--- config.mk ---
export PLATFORM = sky130hd
export DESIGN_NAME = strrep_ctrl
export DESIGN_NICKNAME = d
export VERILOG_FILES = /design/src/rtl/strrep_pkg.sv /design/src/rtl/strrep_decode.sv /design/src/rtl/strrep_index.sv /design/src/rtl/strrep_fsm.sv /design/src/rtl/strrep_ctrl.sv
export SDC_FILE = /design/constraint.sdc
export NUM_CORES = 1
export LEC_CHECK = 0
export BUFFER_PORTS_ARGS = -buffer_cell sky130_fd_sc_hd__buf_2
export CAP_MARGIN = 20
export CORE_MARGIN = 2
export CORE_UTILIZATION = 40
export DETAILED_ROUTE_END_ITERATION = 10
export PLACE_DENSITY = 0.66
export SYNTH_ARGS = -nofsm -noshare
export SYNTH_HDL_FRONTEND = slang
export SYNTH_SLANG_ARGS = --single-unit
export TNS_END_PERCENT = 10
--- constraint.sdc ---
create_clock -name clk -period 3 [get_ports clk]
set_input_delay 0.6 -clock clk [delete_from_list [all_inputs] [get_ports clk]]
set_output_delay 0.6 -clock clk [all_outputs]
set_load 0.01 [all_outputs]
--- src/rtl/strrep_pkg.sv ---
// Shared codes for the repeated string operation controller.
// Assumes operation and repeat-rule codes are fixed by the decoder feeding the block.
package strrep_pkg;
    localparam logic [2:0] OP_MOVE  = 3'd0;
    localparam logic [2:0] OP_LOAD  = 3'd1;
    localparam logic [2:0] OP_STORE = 3'd2;
    localparam logic [2:0] OP_CMP   = 3'd3;
    localparam logic [2:0] OP_SCAN  = 3'd4;

    localparam logic [1:0] RULE_COUNT = 2'd0;
    localparam logic [1:0] RULE_EQ    = 2'd1;
    localparam logic [1:0] RULE_NE    = 2'd2;

    typedef enum logic [1:0] {
        ST_IDLE  = 2'd0,
        ST_CHECK = 2'd1,
        ST_ISSUE = 2'd2,
        ST_FIN   = 2'd3
    } strrep_state_e;
endpackage

--- src/rtl/strrep_decode.sv ---
// Decodes the latched operation and repeat rule into index-use enables and
// the early-stop decision for the element being acknowledged.
// Assumes zf is only meaningful together with an acknowledge.
module strrep_decode
    import strrep_pkg::*;
(
    input  logic [2:0] op,
    input  logic [1:0] rule,
    input  logic       zf,
    output logic       uses_si,
    output logic       uses_di,
    output logic       stop_now
);
    logic is_compare;
    logic rule_cond;

    // Which indexes the operation walks, and whether the flag may end the run
    always_comb begin
        uses_si    = (op == OP_MOVE) || (op == OP_LOAD) || (op == OP_CMP);
        uses_di    = (op == OP_MOVE) || (op == OP_STORE) || (op == OP_CMP) || (op == OP_SCAN);
        is_compare = (op == OP_CMP) || (op == OP_SCAN);
        rule_cond  = (rule == RULE_EQ) || (rule == RULE_NE);
        stop_now   = is_compare && rule_cond && ((rule == RULE_EQ) ? !zf : zf);
    end
endmodule

--- src/rtl/strrep_index.sv ---
// One index register: loads at start, then steps by the element size in the
// chosen direction each time it is enabled. Wraps modulo 2^AW.
module strrep_index #(
    parameter int AW = 16
) (
    input  logic          clk,
    input  logic          rst_n,
    input  logic          load,
    input  logic [AW-1:0] load_val,
    input  logic          step,
    input  logic          word,
    input  logic          down,
    output logic [AW-1:0] idx
);
    localparam logic [AW-1:0] ONE = AW'(1);
    localparam logic [AW-1:0] TWO = AW'(2);

    logic [AW-1:0] delta;

    // Step size from element width
    always_comb delta = word ? TWO : ONE;

    // Index register update
    always_ff @(posedge clk) begin
        if (!rst_n)     idx <= '0;
        else if (load)  idx <= load_val;
        else if (step)  idx <= down ? (idx - delta) : (idx + delta);
    end
endmodule

--- src/rtl/strrep_fsm.sv ---
// Run sequencer: tests the count before every element, holds a request until
// acknowledged, and ends on zero count or on an early-stop decision.
// Assumes ack is only meaningful while req is high.
module strrep_fsm
    import strrep_pkg::*;
(
    input  logic clk,
    input  logic rst_n,
    input  logic start,
    input  logic cnt_zero,
    input  logic ack,
    input  logic stop_now,
    output logic load,
    output logic advance,
    output logic req,
    output logic done,
    output logic busy
);
    strrep_state_e state;

    // Decoded controls from the current state
    always_comb begin
        load    = (state == ST_IDLE) && start;
        req     = (state == ST_ISSUE);
        advance = req && ack;
        done    = (state == ST_FIN);
        busy    = (state != ST_IDLE);
    end

    // State transitions
    always_ff @(posedge clk) begin
        if (!rst_n) begin
            state <= ST_IDLE;
        end else begin
            case (state)
                ST_IDLE:  if (start) state <= ST_CHECK;
                ST_CHECK: state <= cnt_zero ? ST_FIN : ST_ISSUE;
                ST_ISSUE: if (ack) state <= stop_now ? ST_FIN : ST_CHECK;
                default:  state <= ST_IDLE;
            endcase
        end
    end
endmodule

--- src/rtl/strrep_ctrl.sv ---
// Top of the repeated string operation controller. Latches the run setup,
// keeps the count and both indexes, and drives one element request per
// iteration. Assumes the memory agent answers every request with one ack.
module strrep_ctrl
    import strrep_pkg::*;
#(
    parameter int CW = 16,
    parameter int AW = 16
) (
    input  logic          clk,
    input  logic          rst_n,
    input  logic          start,
    input  logic [2:0]    op_kind,
    input  logic [1:0]    rep_kind,
    input  logic          word_mode,
    input  logic          dir_down,
    input  logic [CW-1:0] cnt_in,
    input  logic [AW-1:0] si_in,
    input  logic [AW-1:0] di_in,
    output logic          busy,
    output logic          done,
    output logic [CW-1:0] cnt_out,
    output logic [AW-1:0] si_out,
    output logic [AW-1:0] di_out,
    output logic          req,
    output logic [2:0]    req_op,
    output logic          req_word,
    output logic [AW-1:0] req_si,
    output logic [AW-1:0] req_di,
    input  logic          ack,
    input  logic          zf_in
);
    logic [1:0] rule_q;
    logic       down_q;
    logic       load, advance, stop_now, uses_si, uses_di;
    logic [CW-1:0] cnt_q;

    // Latch the run setup at start
    always_ff @(posedge clk) begin
        if (!rst_n) begin
            req_op   <= OP_MOVE;
            rule_q   <= RULE_COUNT;
            req_word <= 1'b0;
            down_q   <= 1'b0;
        end else if (load) begin
            req_op   <= op_kind;
            rule_q   <= rep_kind;
            req_word <= word_mode;
            down_q   <= dir_down;
        end
    end

    // Remaining element count
    always_ff @(posedge clk) begin
        if (!rst_n)        cnt_q <= '0;
        else if (load)     cnt_q <= cnt_in;
        else if (advance)  cnt_q <= cnt_q - CW'(1);
    end

    strrep_decode u_dec (
        .op(req_op), .rule(rule_q), .zf(zf_in),
        .uses_si(uses_si), .uses_di(uses_di), .stop_now(stop_now)
    );

    strrep_fsm u_fsm (
        .clk(clk), .rst_n(rst_n), .start(start), .cnt_zero(cnt_q == '0),
        .ack(ack), .stop_now(stop_now), .load(load), .advance(advance),
        .req(req), .done(done), .busy(busy)
    );

    strrep_index #(.AW(AW)) u_si (
        .clk(clk), .rst_n(rst_n), .load(load), .load_val(si_in),
        .step(advance && uses_si), .word(req_word), .down(down_q), .idx(si_out)
    );

    strrep_index #(.AW(AW)) u_di (
        .clk(clk), .rst_n(rst_n), .load(load), .load_val(di_in),
        .step(advance && uses_di), .word(req_word), .down(down_q), .idx(di_out)
    );

    // Request addresses are the current indexes
    always_comb begin
        cnt_out = cnt_q;
        req_si  = si_out;
        req_di  = di_out;
    end
endmodule

==> impl_metrics.ini, run 1 <==
[status]
status = completed

[synth]
synth-main-ff-cell = dfxtp_1
synth-seq-cells = 57
synth_edf_count = 0
syn_avg_cell_area_um2 = 7.819
synth_area_mm2 = 0.004332
synthesis.instances = 554
ys_types = 66
yosys_warnings = 0
ys_seq_area_share_pct = 26.34
async_flop_share_pct = 0
syn_nets = 646

[cts]
cts_tree = yes
cts_buffers = 9
clkLatencyLatePin_ns = 0.36
hold_buffers = 0
clockRootBuffer = clkbuf_8
cts_setup_buffers = 0
cts_resized = 0
clockBufferDepth = 2
h-tree-depth = 3
clock_sinks = 57
clk_pin_slew_ns = 0.07

[timing]
setup_viol = 0
post-route-period-util_pct = 85.24
fin_crit_ns = 2.557
postLayoutSetupSlackWorst_ns = 0.4427
relSlewSlack_pct = 60.28
hold_viol = 0
worstMarginPinSlew_ns = 0.5957
rsz0062_at_grt = no
fmax_mhz = 391.0
hold-worst-slack_ns = 0.4621
worst_clock_skew_ns = 0.01521
setup_tns_ns = 0
maxSlewViolCount = 0

[route]
drt_iter0_drc = 209
drc_errors = 0
detail-route-antenna-nets = 0
via_count = 4337
first_pass_iters = 5
via_per_inst = 5.414
wl_per_cell_um = 15.36
wirelength_um = 12310

[finish]
diodes = 0
final_nets = 752
area_delta_synth_final_pct = 19.90
drive_above_1_share_pct = 28.72
nFillCells = 1044
final_core_util_pct = 49.86

[floorplanning]
die_h_um = 108.1
row_count = 37
die_w_um = 108.1
dieArea_mm2 = 0.01168
design.core.area_mm2 = 0.01042
start_util_pct = 41.59
io_pins = 147

[critical_path]
crit_chain = buf_4, ha_1, nand4b_1, a41oi_1, o21bai_1, a31oi_1, a31oi_1, xnor2_1, a211oi_1, nor3_1
worstPathBufferInverterCount = 1
cpMostUsedCell = a31oi_1
crit_path_start_kind = register
arrival_ns = 2.80
path_max_fanout = 11
cp-end-kind = register
required_ns = 3.24
max_stage_delay_ns = 0.36
cpMaxStageDelayCell = dfxtp_1
crit_family = compound AO/OA/AOI/OAI gates
critical_path_class = register to register

[placed_design]
dp_hpwl_um = 9218
numPortBuffers = 146
gp_congestion = 0.8833
pre_cts_ws_ns = 0.4877

[worst_hold_path]
hp-class = register to register

[global_routing]
grt-ovfl-total = 0
grt_pass1_wl_um = 19550
grt_usage_pct = 21.13
grt_max_degree = 38
grt_antenna_before_repair = 1
grt_pass1_vias = 4067

[flow_run]
drv.max_cap_violation_count = 0

[power]
leakage_uw = 0.002446
p_per_area_mw_per_mm2 = 519.3
peakVddDrop_v = 0.0002908
[registers in the layout, summed over array words and instances, names as in the netlist]
signal,cells
u_si.idx,16
u_fsm.state,2
req_word,1
cnt_out,16
down_q,1
req_op,3
u_di.idx,16
rule_q,2
[cells in the final DEF (no fill, tap or decap), types with 3 or more instances in the layout]
| master | count |
|---|---|
| buf_2 | 146 |
| a21oi_1 | 67 |
| nand2_1 | 64 |
| dfxtp_1 | 57 |
| nor2_1 | 40 |
| ha_1 | 32 |
| o21ai_0 | 30 |
| xnor2_1 | 20 |
| inv_1 | 18 |
| xor2_1 | 13 |
| a211oi_1 | 12 |
| nor3_1 | 12 |
| nand3_1 | 11 |
| nand2b_1 | 9 |
| clkbuf_8 | 9 |
| a311oi_1 | 8 |
| a31oi_1 | 8 |
| buf_4 | 8 |
| o211ai_1 | 6 |
| o221ai_1 | 6 |
| and2_1 | 5 |
| a21o_1 | 5 |
| nor4_1 | 5 |
| a211o_1 | 4 |
| o22ai_1 | 4 |
| o21a_1 | 4 |
| nand4_1 | 4 |
| bufinv_16 | 4 |
| a211oi_2 | 3 |
| and3_1 | 3 |
| and3b_1 | 3 |
[worst register-to-register path: cells and delay by family (launching register included)]
kind	cells	cell delay, ns
adders and majority gates	1	0.36
and+or+nand+nor	2	0.23
DFF	1	0.36
AOI/OAI and AO/OA	5	1.12
buffers and inverters	1	0.20
xor gates and xnor gates	1	0.17
[Yosys cell counts, types with 3 or more instances]
master / n / area (um^2)
a21oi_1: 67 / 335.3
nand2_1: 65 / 244.0
dfxtp_1: 57 / 1141
nor2_1: 40 / 150.1
buf_4: 34 / 255.2
ha_1: 32 / 400.4
o21ai_0: 30 / 150.1
clkbuf_1: 20 / 75.07
xnor2_1: 20 / 175.2
inv_1: 18 / 67.56
xor2_1: 13 / 113.9
a211oi_1: 12 / 90.09
nor3_1: 12 / 60.06
nand3_1: 11 / 55.05
nand2b_1: 9 / 56.30
a311oi_1: 8 / 70.07
a31oi_1: 8 / 50.05
o211ai_1: 6 / 45.04
o221ai_1: 6 / 52.55
a21o_1: 5 / 37.54
and2_1: 5 / 31.28
nor4_1: 5 / 31.28
a211o_1: 4 / 35.03
nand4_1: 4 / 25.02
o21a_1: 4 / 30.03
o22ai_1: 4 / 25.02
a211oi_2: 3 / 37.54
and3_1: 3 / 18.77
and3b_1: 3 / 26.28
[layer usage]
| metal | global-route usage, % | wire [um] | part of all wire [%] | vias to the layer above |
|---|---|---|---|---|
| met1 | 28.61 | 5729 | 47 | 1983 |
| met3 | 4.762 | 951 | 7.7 | 16 |
| met5 | 0 | 11 | 0.089 | - |
| li1 | - | - | - | 2184 |
| met2 | 33.56 | 5435 | 44 | 152 |
| met4 | 6.319 | 178 | 1.4 | 2 |
[final cells by class]
class | instances | area (um^2) | share of cell area (%)
clock buffer | 9 | 123.9 | 2.385
clock inverter | 7 | 142.6 | 2.746
inverter | 19 | 71.32 | 1.373
multi-input combinational | 419 | 2754 | 53.02
sequential | 57 | 1141 | 21.97
tap | 136 | 170.2 | 3.276
timing repair buffer | 154 | 790.8 | 15.23
[where the power goes]
group	switching, uW	internal, uW	leakage [uW]	total, uW
registers	94.0	832	0.000471	926
logic	443	331	0.00184	774
clock network	360	637	0.000133	997
[kinds of logic after synthesis]
group                    synth area share [%]
buffers and inverters                   10.14
adder cells (fa/ha/maj)                 9.243
multiplexers                           0.4622
AND/OR/NAND/NOR                         21.12
flip-flops                              26.34
XOR/XNOR                                6.673
AO/OA/AOI/OAI                           26.03
[per-stage QoR]
step	cell area, um^2	power, uW	instances
6_report	5194	2697	801
5_1_grt	5194	2849	801
4_1_cts	5194	2711	801
3_5_place_dp	4927	1715	785
3_3_place_gp	4927	1699	785
2_1_floorplan	4332	1504	554
[path summary, 6_finish.rpt]
path / slack, ns / from / cells past startpoint / end
max: 0.44 / down_q / 10 / u_si.idx[15]
max reg2reg: 0.44 / down_q / 10 / u_si.idx[15]
min reg2reg: 0.46 / rule_q[1] / 2 / rule_q[1]
min: 0.46 / rule_q[1] / 2 / rule_q[1]
Note: power is estimated with default switching activity, not from simulation.
==> run 2, diff against run 1 <==
--- a/config.mk
+++ b/config.mk
@@ -5,12 +5,14 @@
 export SDC_FILE = /design/constraint.sdc
 export NUM_CORES = 1
 export LEC_CHECK = 0
+export ABC_AREA = 1
 export BUFFER_PORTS_ARGS = -buffer_cell sky130_fd_sc_hd__buf_2
 export CAP_MARGIN = 20
 export CORE_MARGIN = 2
 export CORE_UTILIZATION = 40
+export CTS_BUF_LIST = sky130_fd_sc_hd__clkbuf_2 sky130_fd_sc_hd__clkbuf_4 sky130_fd_sc_hd__clkbuf_8
 export DETAILED_ROUTE_END_ITERATION = 10
-export PLACE_DENSITY = 0.66
+export PLACE_DENSITY = 0.65
 export SYNTH_ARGS = -nofsm -noshare
 export SYNTH_HDL_FRONTEND = slang
 export SYNTH_SLANG_ARGS = --single-unit
==> run 2 against run 1 <==
Die area rose by 12%; critical path type unchanged; utilization fell by 2.1 points; sequential share of layout area fell by 2.0 points; design area rose by 10%; combinational power rose by 96%.
==> impl_metrics.ini, run 2 <==
[status]
status = completed

[worst_hold_path]
whs_endpoint = rule_q[0]
min_path_cells = 3
hp-class = input pin to register
min_from = rep_kind[0]

[synth]
synth_edf_count = 0
syn_avg_cell_area_um2 = 6.466
synth_area_mm2 = 0.004895
synthTopCellsByCount = nand2_1 (172), nor2_1 (85), inv_1 (76)
ys_types = 51
synth-main-ff-cell = dfxtp_1
yosys-top-cells-area = dfxtp_1 (23%), nand2_1 (13%), ha_1 (8.2%)
async_flop_share_pct = 0
yosys_warnings = 0
synthesis.instances = 757
yosysMostFrequentCell = nand2_1
syn_nets = 849
synth_top_area_share_pct = 23.31
synth_top_area_cell = dfxtp_1
synth-seq-cells = 57
ys_seq_area_share_pct = 23.31

[cts]
clockRootBuffer = clkbuf_8
h-tree-depth = 3
cts_resized = 0
cts_buffers = 9
clock_sinks = 57
cts_tree = yes
hold_buffers = 0
clkLatencyLatePin_ns = 0.36
clockBufferDepth = 2
cts_setup_buffers = 0
clk_pin_slew_ns = 0.07

[power]
internal-power_uw = 2033
power.switching_uw = 1427
pwr-share-clk_pct = 26.7
swShare_pct = 41.24
leakage_uw = 0.003032
combPwrFrac_pct = 44.0
p_per_area_mw_per_mm2 = 605.4
peakVddDrop_v = 0.0003691
pwr-share-seq_pct = 29.3

[route]
via_count = 5102
wl_per_cell_um = 13.10
via_per_inst = 5.017
first_pass_iters = 5
wirelength_um = 13330
drc_errors = 0
drt_iter0_drc = 247
detail-route-antenna-nets = 0

[critical_path]
crit_path_start_kind = register
crit_chain = buf_4, nand2_1, nand2_1, nand2_1, inv_1, ha_1, inv_1, nand2_1, inv_2, o21bai_2, nand3_1, nand2_1, nor2_1, o21ai_0, a21oi_1
regToRegStartpoint = down_q
r2r_slack_ns = 0.85
path_max_fanout = 24
max_stage_delay_ns = 0.33
required_ns = 3.22
cpMaxStageDelayCell = dfxtp_1
critical_path_class = register to register
reg2reg_depth = 15
arrival_ns = 2.38
r2r-end = u_di.idx[12]
cpMostUsedCell = nand2_1
cp-end-kind = register

[timing]
fmax_mhz = 464.3
relSlewSlack_pct = 63.45
hold-worst-slack_ns = 0.4580
hold_viol = 0
setup_tns_ns = 0
setup_viol = 0
maxSlewViolCount = 0
worstMarginPinSlew_ns = 0.5482
worst_clock_skew_ns = 0.009693
fin_crit_ns = 2.154
rsz0062_at_grt = no
post-route-period-util_pct = 71.79

[floorplanning]
die_h_um = 114.6
design.core.area_mm2 = 0.01196
start_util_pct = 40.92
io_pins = 147
die_w_um = 114.6
dieArea_mm2 = 0.01314
row_count = 40

[finish]
area_delta_synth_final_pct = 16.77
drive_above_1_share_pct = 23.56
final_core_util_pct = 47.78
layout_common_cells = nand2_1 (172), buf_2 (146), nor2_1 (85)
nFillCells = 1311
final_nets = 957
fin_area_mm2 = 0.005715
final_common_cell = nand2_1
final_cells = 1017
diodes = 0

[placed_design]
detailed_place.area_mm2 = 0.005468
dp_hpwl_um = 9710
dp_cells = 1001
numPortBuffers = 146
gp_congestion = 0.8899

[global_routing]
grt_pass1_wl_um = 22000
grt_antenna_before_repair = 1
grt_pass1_vias = 4654
grt_usage_pct = 20.76
grt_max_degree = 73
grt-ovfl-total = 0

[flow_run]
drv.max_cap_violation_count = 0
==> run 2: changes by cell type in the layout (fill, tap and decap cells not counted), moves of 8 or more <==
| cell | delta |
|---|---|
| inv_1 | +58 |
| nand2_1 | +108 |
| xnor2_1 | -16 |
| nand3_1 | +47 |
| o21ai_0 | +11 |
| nand2b_1 | -9 |
| a211oi_1 | -8 |
| nor2_1 | +45 |
==> run 2: how the worst max path moves through the flow <==
stage / start / end / slack [ns] / depth (start not counted)
detailed placement: start / u_di.idx[6] / 0.80 / 9
finish: down_q / u_di.idx[12] / 0.85 / 15
global route: down_q / u_di.idx[12] / 0.63 / 15
floorplan: down_q / u_di.idx[12] / 0.75 / 15
CTS: down_q / u_di.idx[12] / 0.85 / 15
global placement: start / u_di.idx[5] / 0.82 / 9
==> run 2: logic make-up (layout without fill, tap and decap cells) <==
logic type	Yosys count	in the layout	synth area share, %
AND/OR/NAND/NOR	353	353	31.54
flip-flops	57	57	23.31
AO/OA/AOI/OAI	161	161	19.61
buffers and inverters	140	253	14.85
adder cells (fa/ha/maj)	32	32	8.180
XOR/XNOR	14	14	2.505
==> run 2: final cells by class <==
class	instances	area, um^2	area share [%]
inverter	86	347.8	6.086
clock buffer	11	145.1	2.539
tap	147	183.9	3.218
timing repair buffer	151	768.2	13.44
clock inverter	5	102.6	1.795
sequential	57	1141	19.96
multi-input combinational	560	3027	52.96
==> run 2: stage by stage <==
step / setup slack (ns) / total power (uW)
3_3_place_gp: 0.8225 / 2546
2_1_floorplan: 0.7488 / 2212
3_5_place_dp: 0.7998 / 2552
6_report: 0.8462 / 3460
5_1_grt: 0.6257 / 3751
4_1_cts: 0.8509 / 3499
==> run 2: metal layers <==
metal / global-route usage, % / wire length, um
met1: 27.52 / 6467
met2: 33.14 / 5810
met3: 6.300 / 939
met4: 4.797 / 110
met5: 0 / 0
==> run 2: worst max-delay path: cells and delay by family, from the launching register on <==
family / cells / cell delay, ns
AO/OA/AOI/OAI: 3 / 0.49
adder cells (fa/ha/maj): 1 / 0.13
buffers and inverters: 4 / 0.45
AND/OR/NAND/NOR: 7 / 0.60
flip-flops: 1 / 0.33
==> run 2: power groups by stage <==
stage	sequential, uW	clock [uW]	combinational, uW
2_1_floorplan	1060	0	1150
3_3_place_gp	1030	0	1510
3_5_place_dp	1030	0	1520
4_1_cts	1020	954	1530
5_1_grt	1040	983	1730
6_report	1010	922	1520
